--- config.mk ---
export PLATFORM = sky130hd
export DESIGN_NAME = timer_bank_top
export DESIGN_NICKNAME = d
export VERILOG_FILES = /design/src/rtl/timer_bank_pkg.sv /design/src/rtl/tbank_decode.sv /design/src/rtl/tbank_channel.sv /design/src/rtl/timer_bank_top.sv
export SDC_FILE = /design/constraint.sdc
export NUM_CORES = 2
export LEC_CHECK = 0
export BUFFER_PORTS_ARGS = -buffer_cell sky130_fd_sc_hd__buf_2
export CAP_MARGIN = 5
export CORE_UTILIZATION = 45
export DETAILED_ROUTE_END_ITERATION = 12
export SKIP_LAST_GASP = 1
export SLEW_MARGIN = 20
export SYNTH_ARGS = -nofsm -noshare
export SYNTH_HDL_FRONTEND = slang
export SYNTH_SLANG_ARGS = --single-unit
--- constraint.sdc ---
create_clock -name clk -period 3.9 [get_ports clk]
set_clock_uncertainty 0.2 [all_clocks]
set_input_delay 0.195 -clock clk [delete_from_list [all_inputs] [get_ports clk]]
set_output_delay 0.195 -clock clk [all_outputs]
set_load 0.01 [all_outputs]
--- src/rtl/timer_bank_pkg.sv ---
package timer_bank_pkg;

    localparam int NIB_W     = 4;
    localparam int EN_BIT    = 0;
    localparam int EXT_BIT   = 1;
    localparam int OVF_BIT   = 2;
    localparam int PULSE_BIT = 3;

    typedef enum logic [1:0] {
        REG_COUNT  = 2'd0,
        REG_RELOAD = 2'd1,
        REG_MATCH1 = 2'd2,
        REG_MATCH2 = 2'd3
    } reg_sel_e;

    typedef enum logic {
        CH_STOPPED  = 1'b0,
        CH_COUNTING = 1'b1
    } ch_state_e;

endpackage

--- src/rtl/tbank_decode.sv ---
module tbank_decode
    import timer_bank_pkg::*;
#(
    parameter int ADDR_W    = 12,
    parameter int NUM_CH    = 8,
    parameter int LOW_GROUP = 3
) (
    input  logic [ADDR_W-1:0]         addr_i,
    output logic                      ch_hit_o,
    output logic [$clog2(NUM_CH)-1:0] ch_idx_o,
    output reg_sel_e                  reg_sel_o,
    output logic                      ctrl_hit_o,
    output logic                      aux_hit_o
);
    localparam int IDX_W = $clog2(NUM_CH);

    logic [3:0] blk;
    logic [1:0] word;
    logic       in_window;

    assign blk       = addr_i[7:4];
    assign word      = addr_i[3:2];
    assign in_window = ((addr_i >> 8) == '0) && (addr_i[1:0] == 2'b00);
    assign reg_sel_o = reg_sel_e'(word);

    always_comb begin
        ch_hit_o   = 1'b0;
        ch_idx_o   = '0;
        ctrl_hit_o = 1'b0;
        aux_hit_o  = 1'b0;
        if (in_window) begin
            if (int'(blk) < LOW_GROUP) begin
                ch_hit_o = 1'b1;
                ch_idx_o = IDX_W'(blk);
            end else if (int'(blk) == LOW_GROUP) begin
                ctrl_hit_o = (word == 2'd0);
                aux_hit_o  = (word == 2'd1);
            end else if (int'(blk) <= NUM_CH) begin
                ch_hit_o = 1'b1;
                ch_idx_o = IDX_W'(blk - 4'd1);
            end
        end
    end
endmodule

--- src/rtl/tbank_channel.sv ---
module tbank_channel
    import timer_bank_pkg::*;
#(
    parameter int CNT_W = 32
) (
    input  logic             clk,
    input  logic             rst_n,
    input  logic [2:0]       ctrl_i,
    input  logic             ext_tick_i,
    input  logic             wr_count_i,
    input  logic             wr_reload_i,
    input  logic             wr_match1_i,
    input  logic             wr_match2_i,
    input  logic [CNT_W-1:0] wdata_i,
    output logic [CNT_W-1:0] count_o,
    output logic [CNT_W-1:0] reload_o,
    output logic [CNT_W-1:0] match1_o,
    output logic [CNT_W-1:0] match2_o,
    output logic             irq_o
);
    ch_state_e        state_q, state_d;
    logic [CNT_W-1:0] cnt_q, reload_q, m1_q, m2_q;
    logic             irq_q;
    logic             en, tick, run, wrap, toggle_ok;

    assign en        = ctrl_i[EN_BIT];
    assign tick      = ctrl_i[EXT_BIT] ? ext_tick_i : 1'b1;
    assign run       = (state_q == CH_COUNTING) && en;
    assign wrap      = run && tick && (cnt_q == '0) && !wr_reload_i && !wr_count_i;
    assign toggle_ok = ctrl_i[OVF_BIT] || (m1_q == '0) || (m2_q == '0);

    // state register
    always_ff @(posedge clk or negedge rst_n) begin
        if (!rst_n) state_q <= CH_STOPPED;
        else        state_q <= state_d;
    end

    // transitions: start / halt
    always_comb begin
        state_d = state_q;
        unique case (state_q)
            CH_STOPPED:  if (en)  state_d = CH_COUNTING;
            CH_COUNTING: if (!en) state_d = CH_STOPPED;
            default:     state_d = CH_STOPPED;
        endcase
    end

    // datapath and outputs
    always_ff @(posedge clk or negedge rst_n) begin
        if (!rst_n) begin
            cnt_q    <= '0;
            reload_q <= '0;
            m1_q     <= '0;
            m2_q     <= '0;
            irq_q    <= 1'b0;
        end else begin
            if (wr_match1_i) m1_q <= wdata_i;
            if (wr_match2_i) m2_q <= wdata_i;
            if (wr_reload_i) begin
                reload_q <= wdata_i;
                cnt_q    <= wdata_i;
            end else if ((state_q == CH_COUNTING) && !en) begin
                cnt_q <= reload_q;
            end else if (wr_count_i && en) begin
                cnt_q <= wdata_i;
            end else if (run && tick) begin
                cnt_q <= (cnt_q == '0) ? reload_q : cnt_q - 1'b1;
            end
            if (wrap && toggle_ok) irq_q <= ~irq_q;
        end
    end

    assign count_o  = cnt_q;
    assign reload_o = reload_q;
    assign match1_o = m1_q;
    assign match2_o = m2_q;
    assign irq_o    = irq_q;


    reload_load_chk: assert property (@(posedge clk) disable iff (!rst_n)
        wr_reload_i |=> (cnt_q == $past(wdata_i)));


    bus_decrement_chk: assert property (@(posedge clk) disable iff (!rst_n)
        ((state_q == CH_COUNTING) && en && !ctrl_i[EXT_BIT] && (cnt_q != '0)
         && !wr_reload_i && !wr_count_i) |=> (cnt_q == $past(cnt_q) - 1'b1));


    ext_hold_chk: assert property (@(posedge clk) disable iff (!rst_n)
        (en && ctrl_i[EXT_BIT] && !ext_tick_i && (state_q == CH_COUNTING)
         && !wr_reload_i && !wr_count_i) |=> $stable(cnt_q));


    stopped_hold_chk: assert property (@(posedge clk) disable iff (!rst_n)
        ((state_q == CH_STOPPED) && !wr_reload_i && !(wr_count_i && en))
        |=> $stable(cnt_q));


    irq_at_zero_chk: assert property (@(posedge clk) disable iff (!rst_n)
        !$stable(irq_q) |-> ($past(cnt_q) == '0));
endmodule

--- src/rtl/timer_bank_top.sv ---
module timer_bank_top
    import timer_bank_pkg::*;
#(
    parameter int NUM_CH      = 8,
    parameter int CNT_W       = 32,
    parameter int ADDR_W      = 12,
    parameter int LOW_GROUP   = 3,
    parameter int PULSE_FIRST = 4
) (
    input  logic              clk,
    input  logic              rst_n,
    input  logic              bus_sel,
    input  logic              bus_wr,
    input  logic [ADDR_W-1:0] bus_addr,
    input  logic [31:0]       bus_wdata,
    output logic [31:0]       bus_rdata,
    input  logic              ext_tick,
    output logic [NUM_CH-1:0] irq
);
    localparam int DATA_W = 32;
    localparam int CTRL_W = NUM_CH * NIB_W;
    localparam int IDX_W  = $clog2(NUM_CH);

    function automatic logic [CTRL_W-1:0] ctrl_mask_f();
        logic [CTRL_W-1:0] m;
        m = '1;
        for (int c = 0; c < NUM_CH; c++)
            if (c < PULSE_FIRST) m[c*NIB_W + PULSE_BIT] = 1'b0;
        return m;
    endfunction
    localparam logic [CTRL_W-1:0] CTRL_MASK = ctrl_mask_f();

    logic              ch_hit, ctrl_hit, aux_hit, wr_en;
    logic [IDX_W-1:0]  ch_idx;
    reg_sel_e          reg_sel;
    logic [CTRL_W-1:0] ctrl_q;
    logic [DATA_W-1:0] aux_q;
    logic [CNT_W-1:0]  cnt_a [NUM_CH];
    logic [CNT_W-1:0]  rld_a [NUM_CH];
    logic [CNT_W-1:0]  m1_a  [NUM_CH];
    logic [CNT_W-1:0]  m2_a  [NUM_CH];

    assign wr_en = bus_sel && bus_wr;

    tbank_decode #(.ADDR_W(ADDR_W), .NUM_CH(NUM_CH), .LOW_GROUP(LOW_GROUP)) dec_i (
        .addr_i    (bus_addr),
        .ch_hit_o  (ch_hit),
        .ch_idx_o  (ch_idx),
        .reg_sel_o (reg_sel),
        .ctrl_hit_o(ctrl_hit),
        .aux_hit_o (aux_hit)
    );

    always_ff @(posedge clk or negedge rst_n) begin
        if (!rst_n) begin
            ctrl_q <= '0;
            aux_q  <= '0;
        end else begin
            if (wr_en && ctrl_hit) ctrl_q <= bus_wdata[CTRL_W-1:0] & CTRL_MASK;
            if (wr_en && aux_hit)  aux_q  <= bus_wdata;
        end
    end

    for (genvar c = 0; c < NUM_CH; c++) begin : g_ch
        logic sel_me;
        assign sel_me = wr_en && ch_hit && (ch_idx == IDX_W'(c));
        tbank_channel #(.CNT_W(CNT_W)) ch_i (
            .clk        (clk),
            .rst_n      (rst_n),
            .ctrl_i     (ctrl_q[c*NIB_W +: 3]),
            .ext_tick_i (ext_tick),
            .wr_count_i (sel_me && (reg_sel == REG_COUNT)),
            .wr_reload_i(sel_me && (reg_sel == REG_RELOAD)),
            .wr_match1_i(sel_me && (reg_sel == REG_MATCH1)),
            .wr_match2_i(sel_me && (reg_sel == REG_MATCH2)),
            .wdata_i    (bus_wdata[CNT_W-1:0]),
            .count_o    (cnt_a[c]),
            .reload_o   (rld_a[c]),
            .match1_o   (m1_a[c]),
            .match2_o   (m2_a[c]),
            .irq_o      (irq[c])
        );
    end

    always_comb begin
        bus_rdata = '0;
        if (bus_sel && !bus_wr) begin
            if (ctrl_hit)     bus_rdata = DATA_W'(ctrl_q);
            else if (aux_hit) bus_rdata = aux_q;
            else if (ch_hit) begin
                unique case (reg_sel)
                    REG_COUNT:  bus_rdata = DATA_W'(cnt_a[ch_idx]);
                    REG_RELOAD: bus_rdata = DATA_W'(rld_a[ch_idx]);
                    REG_MATCH1: bus_rdata = DATA_W'(m1_a[ch_idx]);
                    REG_MATCH2: bus_rdata = DATA_W'(m2_a[ch_idx]);
                    default:    bus_rdata = '0;
                endcase
            end
        end
    end


    ctrl_mask_chk: assert property (@(posedge clk) disable iff (!rst_n)
        (wr_en && ctrl_hit) |=> (ctrl_q == ($past(bus_wdata[CTRL_W-1:0]) & CTRL_MASK)));


    unmapped_read_zero_chk: assert property (@(posedge clk) disable iff (!rst_n)
        (bus_sel && !bus_wr && !ch_hit && !ctrl_hit && !aux_hit) |-> (bus_rdata == '0));


    ctrl_untouched_chk: assert property (@(posedge clk) disable iff (!rst_n)
        (!(wr_en && ctrl_hit)) |=> (ctrl_q == $past(ctrl_q)));
endmodule

==> results.sh <==
export IMPL_status="finished with violations"
export IMPL_violations="negative setup slack"
export IMPL_track_usage=0.518
export IMPL_fin_nets=7460
export IMPL_synthAdderAreaFrac=0.00361
export IMPL_ir_drop_mv=0.390
export IMPL_max_cap_violations=0
export IMPL_root_buffer="clkbuf_16"
export IMPL_grt_pass1_wl_um=506000
export IMPL_path_cells="buf_4 > inv_2 > ha_4 > buf_4 > or3b_4 > a211oi_4 > buf_12 > buf_4 > nand2_1 > nor3_1 > buf_4 > o21ai_0 > a211oi_4 > buf_4 > buf_2"
export IMPL_path_delay_family="buffers and inverters"
export IMPL_syn_avg_cell_area_um2=9.04
export IMPL_drtIter0Drc=11111
export IMPL_crit_buf_inv=8
export IMPL_clk_pin_slew_ns=0.06
export IMPL_cp_slowest_cell="or3b_4"
export IMPL_start_util=0.453
export IMPL_fp_dieArea_um2=140000
export IMPL_finalNonFillerCells=9323
export IMPL_ios=89
export IMPL_worstSetupEndpointType="output port"
export IMPL_p_leak_nw=35.3
export IMPL_setup_tns_ns=-0.882
export IMPL_synth_compound_area_share=0.179
export IMPL_synthSimpleGateAreaFrac=0.195
export IMPL_std_cell_rows=136
export IMPL_routed_via_count=66310
export IMPL_ys_seq_area_frac=0.442
export IMPL_fmax_mhz=247
export IMPL_p_sw_frac=0.300
export IMPL_worst_slack_ns=-0.156
export IMPL_async_reset_ff_frac=1.00
export IMPL_die_w_um=374
export IMPL_hold_viol_final=0
export IMPL_grt_overflow=0
export IMPL_placed_cells=8962
export IMPL_drt_wl_total_um=370000
export IMPL_clock_latency_ns=0.81
export IMPL_place_hpwl_um=271000
export IMPL_power_switching_mw=9.24
export IMPL_setup_violations=16
export IMPL_synthDistinctLibCells=105
export IMPL_cts_tree="done"
export IMPL_viasPerCell=7.11
export IMPL_synth_edff_count=0
export IMPL_p_per_area_nw_per_um2=399
export IMPL_io_buffers=88
export IMPL_synth_top_family_by_area="simple AND/OR/NAND/NOR gates"
export IMPL_die_h_um=374
export IMPL_h_tree_depth=4
export IMPL_pwr_share_clk=0.458
export IMPL_syn_to_final_growth_pct=23.8
export IMPL_wl_per_cell_um=39.7
export IMPL_worst_path_largest_cell_delay_ns=0.44
export IMPL_gp_congestion=1.15
export IMPL_r2r_start="g_ch[4].ch_i.count_o[23]"
export IMPL_critical_path_arrival_ns=3.66
export IMPL_utilization=0.561
export IMPL_synth_fp_nets=6957
export IMPL_drive_above_1_share=0.265
export IMPL_grt_pass1_vias=61853
export IMPL_slew_viol_final=0
export IMPL_synth_mux_area_frac=0.111
export IMPL_ant_nets=0
export IMPL_syn_inst=6890
export IMPL_worstPathRequired_ns=3.50
export IMPL_drc=0
export IMPL_yosysWarnings=0
export IMPL_syn_area_um2=62300
export IMPL_p_comb_frac=0.136
export IMPL_cts_buffers=133
export IMPL_min_period_over_period=1.04
export IMPL_antenna_found_initial=43
export IMPL_core_um2=137000
export IMPL_clock_path_buffers=3
export IMPL_power_frac_seq=0.406
export IMPL_crit_start="bus_addr[4]"
export IMPL_reg2reg_to="g_ch[4].ch_i.irq_o"
export IMPL_worstRegToRegCells=5
export IMPL_dr_pass1_iters=10
export IMPL_ys_flop_type="dfrtp_1"
export IMPL_timing_critical_path_mode_cell="buf_4"
export IMPL_rsz0062_at_grt="true"
export IMPL_tightest_slew_ns=1.29
export IMPL_critical_path_max_fanout=18
export IMPL_cts_sinks=1100
export IMPL_min_period_ns=4.06
export IMPL_rrSetupSlack_ns=0.24
export IMPL_ys_ff_latch=1100
export IMPL_synth_xor_area_share=0.0264
export IMPL_slew_headroom=0.140
export IMPL_hold_class="in2async"
export IMPL_cp_start_kind="primary input"
export IMPL_grt_max_degree=98
export IMPL_crit_type="in2out"
export IMPL_internal_power_mw=21.5
layout by cell type (no fill, tap or decap), types with 50 or more instances in the layout:
| master | instances |
|---|---|
| clkbuf_16 | 136 |
| or3_1 | 50 |
| buf_12 | 102 |
| mux2_2 | 559 |
| dfrtp_1 | 1100 |
| nand3_1 | 183 |
| mux2i_1 | 59 |
| o221ai_1 | 129 |
| a21oi_1 | 253 |
| o211ai_1 | 86 |
| nor4_1 | 193 |
| nor2_1 | 330 |
| buf_4 | 728 |
| o21ai_0 | 332 |
| nand2_1 | 1379 |
| nor3_1 | 173 |
| buf_2 | 78 |
| o22ai_1 | 183 |
| xor2_1 | 99 |
| xnor2_1 | 88 |
| a22oi_1 | 66 |
| a31oi_1 | 130 |
| nand4_1 | 66 |
how the worst max path moves through the flow:
stage | to | slack, ns | cells after the start
floorplan | g_ch[7].ch_i.count_o[22] | 0.74 | 12
global placement | bus_rdata[31] | -1.08 | 17
detailed placement | bus_rdata[31] | -0.98 | 17
CTS | bus_rdata[31] | -0.05 | 18
global route | bus_rdata[31] | -0.10 | 19
finish | bus_rdata[28] | -0.16 | 15
registers in the layout (all words and copies together), names as in the netlist:
signal / cells
g_ch.ch_i.match1_o: 256
g_ch.ch_i.count_o: 256
g_ch.ch_i.reload_o: 256
g_ch.ch_i.state_q: 8
ctrl_q: 28
aux_q: 32
g_ch.ch_i.match2_o: 256
g_ch.ch_i.irq_o: 8
worst reg2reg max path, cell delays in order, from the launching register on:
cell     delay (ns)
dfrtp_1        0.55
or4_1          0.68
or4_1          0.45
or4_4          0.62
or4_1          0.80
xnor2_1        0.22
routing by layer:
layer  global-route usage  share of wire  vias to the layer above
met2                0.721           0.40                     5484
met3                0.215           0.15                     1477
met5             0.000343        0.00068                        -
met1                0.652           0.37                    32989
li1                     -              -                    26322
met4                0.343          0.082                       38
cell usage after synthesis, drive strengths merged (19+ instances only):
library cell | instances | area share
clkbuf | 411 | 0.025
o221ai | 143 | 0.020
xnor2 | 89 | 0.013
o21ai | 370 | 0.030
nor2 | 350 | 0.021
buf | 196 | 0.016
nor3 | 197 | 0.017
a211oi | 54 | 0.0066
or3 | 54 | 0.0054
o22ai | 199 | 0.020
and3 | 39 | 0.0039
nor4 | 209 | 0.022
o311ai | 19 | 0.0027
mux2 | 561 | 0.10
nand4 | 66 | 0.0066
nand3 | 197 | 0.016
a2bb2oi | 24 | 0.0034
a21oi | 271 | 0.022
a31oi | 144 | 0.014
xor2 | 99 | 0.014
nand2 | 1388 | 0.084
dfrtp | 1100 | 0.44
inv | 37 | 0.0022
mux2i | 61 | 0.0098
a221o | 38 | 0.0061
o211ai | 86 | 0.010
o31ai | 31 | 0.0037
a22oi | 67 | 0.0081
or4 | 45 | 0.0055
metrics by stage:
stage               setup WS [ns]  area (um^2)  hold WS [ns]  total power, mW
finish                     -0.156        77100        0.0943             30.8
global route               -0.104        77100        0.0737             31.2
CTS                       -0.0462        76200        0.0331             30.4
detailed placement         -0.982        69900        0.0793             16.4
global placement            -1.08        69900         0.105             16.4
floorplan                   0.739        62300        -0.301             14.1
power groups by stage:
| stage | Combinational (mW) | Clock (mW) | Sequential (mW) |
|---|---|---|---|
| 3_5_place_dp | 3.83 | 0 | 12.6 |
| 5_1_grt | 4.28 | 14.5 | 12.5 |
| 3_3_place_gp | 3.80 | 0 | 12.6 |
| 2_1_floorplan | 1.82 | 0 | 12.2 |
| 6_report | 4.19 | 14.1 | 12.5 |
| 4_1_cts | 3.93 | 14.1 | 12.4 |
what timing repair did:
action,4_1_cts,5_1_grt
pin swaps,29,41
hold buffers,34,0
cloned,4,3
endpoints found under the hold margin,1152,0
endpoints found under the setup margin,32,32
buffers inserted,26,26
gates resized for setup,125,120
cell type report:
type,count,area [um^2]
Antenna cell,30,75.1
Timing Repair Buffer,975,8800
Fill cell,12460,60400
Clock buffer,180,3800
Clock inverter,61,1150
Sequential cell,1100,27500
Tap cell,1794,2240
Multi-Input combinational cell,5146,33400
Inverter,37,139
cell families after synthesis:
group,count (synthesis)
simple gates,2652
fa+ha+maj,18
mux,622
buf+inv,644
xor+xnor,188
flops,1100
compound gates,1666
(Power assumes the default switching activity.)
